--- config.mk ---
export PLATFORM = sky130hd
export DESIGN_NAME = miss_tracker
export DESIGN_NICKNAME = d
export VERILOG_FILES = /design/src/rtl/mtrk_pkg.sv /design/src/rtl/mtrk_first.sv /design/src/rtl/mtrk_oldest.sv /design/src/rtl/mtrk_prim_table.sv /design/src/rtl/mtrk_sec_table.sv /design/src/rtl/miss_tracker.sv
export SDC_FILE = /design/constraint.sdc
export NUM_CORES = 1
export LEC_CHECK = 0
export BUFFER_PORTS_ARGS = -buffer_cell sky130_fd_sc_hd__clkbuf_2
export CORE_AREA = 2 2 251 253
export CTS_CLUSTER_DIAMETER = 120
export CTS_CLUSTER_SIZE = 40
export DETAILED_ROUTE_END_ITERATION = 8
export DIE_AREA = 0 0 253 255
export GPL_TIMING_DRIVEN = 0
export MAX_ROUTING_LAYER = met4
export PLACE_DENSITY_LB_ADDON = 0.1
export SLEW_MARGIN = 5
export SYNTH_ARGS = -nofsm -noshare
export SYNTH_HDL_FRONTEND = slang
export SYNTH_SLANG_ARGS = --single-unit
--- constraint.sdc ---
create_clock -name clk -period 11.9 [get_ports clk]
set_input_delay 1.19 -clock clk [delete_from_list [all_inputs] [get_ports clk]]
set_output_delay 1.19 -clock clk [all_outputs]
set_load 0.02 [all_outputs]
--- src/rtl/mtrk_pkg.sv ---
package mtrk_pkg;

  // Life cycle of one primary slot.
  typedef enum logic [2:0] {
    PS_FREE   = 3'd0,  // unused
    PS_ISSUE  = 3'd1,  // offered to the bus, not yet accepted
    PS_WAIT   = 3'd2,  // accepted, waiting for the fill
    PS_FILLED = 3'd3,  // data back (or uncached accepted), completion owed
    PS_REPLAY = 3'd4   // own completion sent, children still replaying
  } pstate_e;

endpackage

--- src/rtl/mtrk_first.sv ---
// Lowest-index set bit of a request vector.
module mtrk_first #(
  parameter int N = 4,
  localparam int IW = (N > 1) ? $clog2(N) : 1
) (
  input  logic [N-1:0]  vec,
  output logic          any,
  output logic [IW-1:0] idx
);

  always_comb begin
    any = |vec;
    idx = '0;
    for (int i = N - 1; i >= 0; i--) begin
      if (vec[i]) idx = IW'(i);
    end
  end

endmodule

--- src/rtl/mtrk_oldest.sv ---
// Oldest candidate according to an age matrix: older[j][i] set means j came before i.
module mtrk_oldest #(
  parameter int N = 4,
  localparam int IW = (N > 1) ? $clog2(N) : 1
) (
  input  logic [N-1:0]        cand,
  input  logic [N-1:0][N-1:0] older,
  output logic                any,
  output logic [IW-1:0]       idx
);

  logic [N-1:0] sel;

  always_comb begin
    for (int i = 0; i < N; i++) begin
      sel[i] = cand[i];
      for (int j = 0; j < N; j++) begin
        if (j != i && cand[j] && older[j][i]) sel[i] = 1'b0;
      end
    end
    any = |cand;
    idx = '0;
    for (int i = N - 1; i >= 0; i--) begin
      if (sel[i]) idx = IW'(i);
    end
  end

endmodule

--- src/rtl/mtrk_prim_table.sv ---
// Primary table: one slot per distinct outstanding line, owns the bus offer.
module mtrk_prim_table
  import mtrk_pkg::*;
#(
  parameter int N      = 4,
  parameter int LINE_W = 28,
  parameter int ID_W   = 4,
  localparam int IW = (N > 1) ? $clog2(N) : 1
) (
  input  logic                      clk,
  input  logic                      rst,
  input  logic [LINE_W-1:0]         lk_line,
  input  logic                      lk_nc,
  output logic                      lk_hit_any,
  output logic [IW-1:0]             lk_hit_idx,
  output logic                      free_any,
  input  logic                      alloc_en,
  input  logic [LINE_W-1:0]         alloc_line,
  input  logic [ID_W-1:0]           alloc_id,
  input  logic                      alloc_nc,
  output logic                      bus_valid,
  input  logic                      bus_ready,
  output logic [IW-1:0]             bus_slot,
  output logic [LINE_W-1:0]         bus_line,
  output logic                      bus_nc,
  input  logic                      fill_valid,
  input  logic [IW-1:0]             fill_slot,
  input  logic                      cmp_take,
  input  logic [IW-1:0]             cmp_slot,
  input  logic [N-1:0]              child_any,
  output logic [N-1:0]              filled_vec,
  output logic [N-1:0]              replay_vec,
  output logic [N-1:0]              busy_vec,
  output logic [N-1:0][LINE_W-1:0]  ent_line,
  output logic [N-1:0][ID_W-1:0]    ent_id
);

  pstate_e           st_q   [N];
  logic [LINE_W-1:0] line_q [N];
  logic [ID_W-1:0]   id_q   [N];
  logic [N-1:0]      nc_q;

  logic [N-1:0]  free_v, issue_v, hit_v;
  logic [IW-1:0] free_idx, issue_idx;
  logic          issue_any;
  logic          hold_q;
  logic [IW-1:0] hold_slot_q;
  logic          bus_fire;

  always_comb begin
    for (int i = 0; i < N; i++) begin
      free_v[i]     = (st_q[i] == PS_FREE);
      issue_v[i]    = (st_q[i] == PS_ISSUE);
      filled_vec[i] = (st_q[i] == PS_FILLED);
      replay_vec[i] = (st_q[i] == PS_REPLAY);
      busy_vec[i]   = (st_q[i] != PS_FREE);
      hit_v[i]      = ((st_q[i] == PS_ISSUE) || (st_q[i] == PS_WAIT)) &&
                      !nc_q[i] && !lk_nc && (line_q[i] == lk_line);
      ent_line[i]   = line_q[i];
      ent_id[i]     = id_q[i];
    end
  end

  mtrk_first #(.N(N)) u_free (.vec(free_v),  .any(free_any),   .idx(free_idx));
  mtrk_first #(.N(N)) u_iss  (.vec(issue_v), .any(issue_any),  .idx(issue_idx));
  mtrk_first #(.N(N)) u_hit  (.vec(hit_v),   .any(lk_hit_any), .idx(lk_hit_idx));

  // An offer that was not taken stays on the same slot.
  assign bus_slot  = hold_q ? hold_slot_q : issue_idx;
  assign bus_valid = hold_q || issue_any;
  assign bus_line  = line_q[bus_slot];
  assign bus_nc    = nc_q[bus_slot];
  assign bus_fire  = bus_valid && bus_ready;

  always_ff @(posedge clk) begin
    if (rst) begin
      hold_q      <= 1'b0;
      hold_slot_q <= '0;
    end else begin
      hold_q      <= bus_valid && !bus_ready;
      hold_slot_q <= bus_slot;
    end
  end

  always_ff @(posedge clk) begin
    for (int i = 0; i < N; i++) begin
      if (rst) begin
        st_q[i] <= PS_FREE;
      end else begin
        unique case (st_q[i])
          PS_FREE:   if (alloc_en && free_idx == IW'(i)) st_q[i] <= PS_ISSUE;
          PS_ISSUE:  if (bus_fire && bus_slot == IW'(i))
                       st_q[i] <= nc_q[i] ? PS_FILLED : PS_WAIT;
          PS_WAIT:   if (fill_valid && fill_slot == IW'(i)) st_q[i] <= PS_FILLED;
          PS_FILLED: if (cmp_take && cmp_slot == IW'(i))
                       st_q[i] <= child_any[i] ? PS_REPLAY : PS_FREE;
          PS_REPLAY: if (!child_any[i]) st_q[i] <= PS_FREE;
          default:   st_q[i] <= PS_FREE;
        endcase
      end
    end
  end

  // Payload fields carry no reset; they are only read behind a busy state.
  always_ff @(posedge clk) begin
    for (int i = 0; i < N; i++) begin
      if (alloc_en && free_v[i] && free_idx == IW'(i)) begin
        line_q[i] <= alloc_line;
        id_q[i]   <= alloc_id;
        nc_q[i]   <= alloc_nc;
      end
    end
  end

endmodule

--- src/rtl/mtrk_sec_table.sv ---
// Secondary table: repeat misses parked on a primary slot, with allocation age.
module mtrk_sec_table #(
  parameter int N      = 4,
  parameter int P      = 4,
  parameter int LINE_W = 28,
  parameter int ID_W   = 4,
  localparam int IW  = (N > 1) ? $clog2(N) : 1,
  localparam int PIW = (P > 1) ? $clog2(P) : 1
) (
  input  logic                     clk,
  input  logic                     rst,
  input  logic                     alloc_en,
  input  logic [PIW-1:0]           alloc_parent,
  input  logic [ID_W-1:0]          alloc_id,
  input  logic [LINE_W-1:0]        alloc_line,
  input  logic                     free_en,
  input  logic [IW-1:0]            free_idx,
  input  logic [P-1:0]             parent_replay,
  output logic                     full,
  output logic                     busy_any,
  output logic [P-1:0]             child_any,
  output logic                     pick_any,
  output logic [IW-1:0]            pick_idx,
  output logic [N-1:0][LINE_W-1:0] ent_line,
  output logic [N-1:0][ID_W-1:0]   ent_id
);

  logic [N-1:0]        valid_q;
  logic [PIW-1:0]      par_q  [N];
  logic [ID_W-1:0]     id_q   [N];
  logic [LINE_W-1:0]   line_q [N];
  logic [N-1:0][N-1:0] older_q;

  logic [N-1:0]  cand;
  logic          slot_any;
  logic [IW-1:0] slot_idx;

  mtrk_first #(.N(N)) u_slot (.vec(~valid_q), .any(slot_any), .idx(slot_idx));

  assign full     = !slot_any;
  assign busy_any = |valid_q;

  always_comb begin
    child_any = '0;
    for (int i = 0; i < N; i++) begin
      cand[i]     = valid_q[i] && parent_replay[par_q[i]];
      ent_line[i] = line_q[i];
      ent_id[i]   = id_q[i];
      for (int p = 0; p < P; p++) begin
        if (valid_q[i] && par_q[i] == PIW'(p)) child_any[p] = 1'b1;
      end
    end
  end

  mtrk_oldest #(.N(N)) u_age (
    .cand (cand),
    .older(older_q),
    .any  (pick_any),
    .idx  (pick_idx)
  );

  always_ff @(posedge clk) begin
    if (rst) begin
      valid_q <= '0;
      older_q <= '0;
    end else begin
      for (int i = 0; i < N; i++) begin
        if (free_en && free_idx == IW'(i)) valid_q[i] <= 1'b0;
      end
      if (alloc_en && slot_any) begin
        valid_q[slot_idx] <= 1'b1;
        for (int j = 0; j < N; j++) begin
          older_q[slot_idx][j] <= 1'b0;
          older_q[j][slot_idx] <= valid_q[j];
        end
      end
    end
  end

  always_ff @(posedge clk) begin
    if (alloc_en && slot_any) begin
      par_q[slot_idx]  <= alloc_parent;
      id_q[slot_idx]   <= alloc_id;
      line_q[slot_idx] <= alloc_line;
    end
  end

endmodule

--- src/rtl/miss_tracker.sv ---
// Top: lookup and stall decision, completion sequencing, drain status.
module miss_tracker #(
  parameter int ADDR_W = 32,
  parameter int OFS_W  = 4,
  parameter int PRI_N  = 4,
  parameter int SEC_N  = 4,
  parameter int ID_W   = 4,
  localparam int LINE_W = ADDR_W - OFS_W,
  localparam int PIW    = (PRI_N > 1) ? $clog2(PRI_N) : 1,
  localparam int SIW    = (SEC_N > 1) ? $clog2(SEC_N) : 1
) (
  input  logic              clk,
  input  logic              rst,
  input  logic              req_valid,
  input  logic [ADDR_W-1:0] req_addr,
  input  logic              req_nc,
  input  logic [ID_W-1:0]   req_id,
  output logic              req_stall,
  output logic              bus_req_valid,
  input  logic              bus_req_ready,
  output logic [LINE_W-1:0] bus_req_line,
  output logic [PIW-1:0]    bus_req_slot,
  output logic              bus_req_nc,
  input  logic              fill_valid,
  input  logic [PIW-1:0]    fill_slot,
  output logic              done_valid,
  output logic [ID_W-1:0]   done_id,
  output logic [LINE_W-1:0] done_line,
  output logic              done_sec,
  input  logic              drain_req,
  output logic              drain_done
);

  logic [LINE_W-1:0] req_line;
  logic              unused_ofs;

  logic              hit_any, prim_free_any;
  logic [PIW-1:0]    hit_idx;
  logic              accept, prim_alloc, sec_alloc;

  logic [PRI_N-1:0]              p_filled, p_replay, p_busy, child_any;
  logic [PRI_N-1:0][LINE_W-1:0]  p_line;
  logic [PRI_N-1:0][ID_W-1:0]    p_id;

  logic                          sec_full, sec_busy, sec_pick_any;
  logic [SIW-1:0]                sec_pick_idx;
  logic [SEC_N-1:0][LINE_W-1:0]  s_line;
  logic [SEC_N-1:0][ID_W-1:0]    s_id;

  logic              fpick_any, sec_take;
  logic [PIW-1:0]    fpick_idx;

  logic              done_valid_q, done_sec_q;
  logic [ID_W-1:0]   done_id_q;
  logic [LINE_W-1:0] done_line_q;

  assign req_line   = req_addr[ADDR_W-1:OFS_W];
  assign unused_ofs = ^req_addr[OFS_W-1:0];

  // Merge when a waiting line matches; otherwise need a free primary slot.
  always_comb begin
    req_stall = 1'b0;
    if (req_valid) begin
      if (drain_req)    req_stall = 1'b1;
      else if (hit_any) req_stall = sec_full;
      else              req_stall = !prim_free_any;
    end
  end

  assign accept     = req_valid && !req_stall;
  assign prim_alloc = accept && !hit_any;
  assign sec_alloc  = accept && hit_any;

  mtrk_prim_table #(.N(PRI_N), .LINE_W(LINE_W), .ID_W(ID_W)) u_prim (
    .clk        (clk),
    .rst        (rst),
    .lk_line    (req_line),
    .lk_nc      (req_nc),
    .lk_hit_any (hit_any),
    .lk_hit_idx (hit_idx),
    .free_any   (prim_free_any),
    .alloc_en   (prim_alloc),
    .alloc_line (req_line),
    .alloc_id   (req_id),
    .alloc_nc   (req_nc),
    .bus_valid  (bus_req_valid),
    .bus_ready  (bus_req_ready),
    .bus_slot   (bus_req_slot),
    .bus_line   (bus_req_line),
    .bus_nc     (bus_req_nc),
    .fill_valid (fill_valid),
    .fill_slot  (fill_slot),
    .cmp_take   (fpick_any),
    .cmp_slot   (fpick_idx),
    .child_any  (child_any),
    .filled_vec (p_filled),
    .replay_vec (p_replay),
    .busy_vec   (p_busy),
    .ent_line   (p_line),
    .ent_id     (p_id)
  );

  mtrk_sec_table #(.N(SEC_N), .P(PRI_N), .LINE_W(LINE_W), .ID_W(ID_W)) u_sec (
    .clk          (clk),
    .rst          (rst),
    .alloc_en     (sec_alloc),
    .alloc_parent (hit_idx),
    .alloc_id     (req_id),
    .alloc_line   (req_line),
    .free_en      (sec_take),
    .free_idx     (sec_pick_idx),
    .parent_replay(p_replay),
    .full         (sec_full),
    .busy_any     (sec_busy),
    .child_any    (child_any),
    .pick_any     (sec_pick_any),
    .pick_idx     (sec_pick_idx),
    .ent_line     (s_line),
    .ent_id       (s_id)
  );

  // Completion sequencer: owed primary completions first, then children.
  mtrk_first #(.N(PRI_N)) u_fpick (.vec(p_filled), .any(fpick_any), .idx(fpick_idx));

  assign sec_take = !fpick_any && sec_pick_any;

  always_ff @(posedge clk) begin
    if (rst) begin
      done_valid_q <= 1'b0;
    end else begin
      done_valid_q <= fpick_any || sec_pick_any;
    end
  end

  always_ff @(posedge clk) begin
    if (fpick_any) begin
      done_id_q   <= p_id[fpick_idx];
      done_line_q <= p_line[fpick_idx];
      done_sec_q  <= 1'b0;
    end else begin
      done_id_q   <= s_id[sec_pick_idx];
      done_line_q <= s_line[sec_pick_idx];
      done_sec_q  <= 1'b1;
    end
  end

  assign done_valid = done_valid_q;
  assign done_id    = done_id_q;
  assign done_line  = done_line_q;
  assign done_sec   = done_sec_q;

  assign drain_done = drain_req && !(|p_busy) && !sec_busy;

endmodule

==> impl_metrics.ini <==
[clocking]
cts_tree = yes
cts.path.max_buffers = 3
clock_latency_ps = 570
clk_pin_slew_ps = 120
cts_root_buf = clkbuf_16
h-tree-depth = 1
post-cts-setup-buffers = 0
cts_sinks = 333
cts_resized = 0
postCtsHoldBufs = 0
cts_buffers = 14

[sta]
min_period_ps = 5170
maxSlewHeadroom = 0.379
fmax_mhz = 194
setup_ws_ps = 6730
hold_viol_final = 0
finalSetupViolations = 0
clock_skew_ps = 33.0
worst_slew_pin_slew_ps = 931
finalCritPeriodShare = 0.434
rsz0062_at_grt = no
tns_ps = 0
maxSlewViolCount = 0

[die]
core_area_um2 = 62200
die_w_um = 253
die_y_um = 255
rows = 92
die_area_um2 = 64500
initial_utilization = 0.247
io_pins = 113

[grt]
grt_pass1_vias = 10300
antenna_found_initial = 0
grt_pass1_wl_mm = 76.9
grt_max_degree = 42
track_usage = 0.170
overflow = 0

[finish]
syn_to_final_growth_pct = 14.7
drive_gt1_frac = 0.205
diodes = 0
n_fill_cell = 6378
layout.nets = 1344
final_common_cell = edfxtp_1
final_cell_mix = edfxtp_1, xnor2_1, clkbuf_2, a21oi_1, clkbuf_1

[critical_path]
arrival_ps = 3980
startpoint_type = input port
crit_required_ps = 10710
timing_worst_setup_path_type = input port to output pin
crit_fanout = 9
end_kind = output pin

[power_and_ir_drop]
pwr_density_cell_nw_per_um2 = 149
p_leak_uw = 0.00563
p_total_uw = 2620
max-vdd-ir-drop_mv = 0.0845

[yosys]
yosysUniqueCellTypes = 80
postSynthCellCount = 1165
synth_edf_count = 280
synth_area_um2 = 15300
syn_area_per_cell_um2 = 13.2
async_flop_share = 0
ys.flop_type = edfxtp_1
ys_seq_elements = 333
synth_nets = 1210
yosys_warnings = 0
ys_seq_area_frac = 0.617

[drt]
wl_mm = 53.5
drtIter0Drc = 670
wl_per_cell_um = 25.4
firstDrtPassIters = 5
vias_per_cell = 4.85
antenna_left = 0
vias = 10200
drc = 0

[run]
cap_violations = 0

[place]
place_worst_setup_slack_ps = 6640
dp_hpwl_mm = 39.4
io_buffer_count = 107
gp_congestion = 0.842

[status]
status = completed

[worst_hold_path]
hp-class = flip-flop to flip-flop
-- sequential cells by signal (all words and copies together), names as in the netlist --
register            count
u_sec.line_q          112
u_sec.valid_q           4
u_prim.nc_q             4
u_prim.id_q            16
done_line              28
u_sec.par_q             8
u_sec.older_q          12
done_sec                1
u_prim.line_q         112
u_sec.id_q             16
done_valid              1
u_prim.hold_q           1
done_id                 4
u_prim.st_q            12
u_prim.hold_slot_q      2
-- metal layers --
metal / part of all wire / routed length, um / GRT usage / vias to the layer above
met5: 0 / 0 / - / -
met1: 0.47 / 25100 / 0.233 / 5222
met4: 0.011 / 613 / 0.0265 / 0
met3: 0.040 / 2130 / 0.0194 / 27
met2: 0.48 / 25600 / 0.277 / 213
li1: - / - / - / 4747
-- power by group --
part           switching, uW  internal, uW  leakage, uW
registers               26.3          1320      0.00299
logic                    416           187      0.00240
clock network            422           255     0.000239
total                    864          1760      0.00563
-- synthesized netlist by cell type (all sizes together), types with 33 or more instances --
cell / number / share of area
clkbuf: 67 / 0.017
nor2: 47 / 0.012
o22ai: 33 / 0.013
a211oi: 33 / 0.016
xnor2: 108 / 0.062
and2: 33 / 0.013
nand4: 37 / 0.016
edfxtp: 280 / 0.55
a22oi: 34 / 0.017
a21oi: 108 / 0.037
dfxtp: 53 / 0.069
-- stage by stage --
stage / cell area [um^2] / instances / hold slack, ps / util
after floorplan: 15300 / 1165 / 434 / -
after global placement: 16900 / 2071 / 462 / 0.271
after detailed placement: 17100 / 2082 / 462 / 0.275
after CTS: 17600 / 2106 / 480 / 0.283
after global routing: 17600 / 2106 / 498 / 0.283
final: 17600 / 2106 / 479 / 0.283
-- cell families after synthesis --
logic type | share of synthesized area
xor+xnor | 0.0662
simple gates | 0.0934
flops | 0.617
buf+inv | 0.0334
mux | 0.0431
compound gates | 0.146
-- worst max-delay path: stages --
cell and delay, ps:
clkbuf_2 180, clkbuf_1 210, xnor2_1 390, nand4_1 190, nor4_1 570, nand2_1 210, and4_1 250, clkbuf_1 200
mux2i_1 270, o21a_1 140, clkbuf_2 160
-- path summary, 6_finish.rpt --
path,startpoint,endpoint,slack [ps],cells past startpoint
setup / recovery,req_addr[26],req_stall,6730,11
setup reg to reg,u_prim.st_q[3][2],u_sec.line_q[0][13],8120,8
hold reg to reg,u_sec.older_q[11],u_sec.older_q[11],480,2
hold / removal,u_sec.older_q[11],u_sec.older_q[11],480,2
-- area by class of cell --
cell class	count	area (um^2)	area share
Timing Repair Buffer	118	721	0.0410
Inverter	22	82.6	0.00469
Clock inverter	8	134	0.00761
Buffer	92	430	0.0245
Clock buffer	16	379	0.0216
Multi-Input combinational cell	718	5380	0.306
Sequential cell	333	9470	0.538
Tap cell	799	1000	0.0568
No activity file was read; power rests on OpenSTA's default activity.
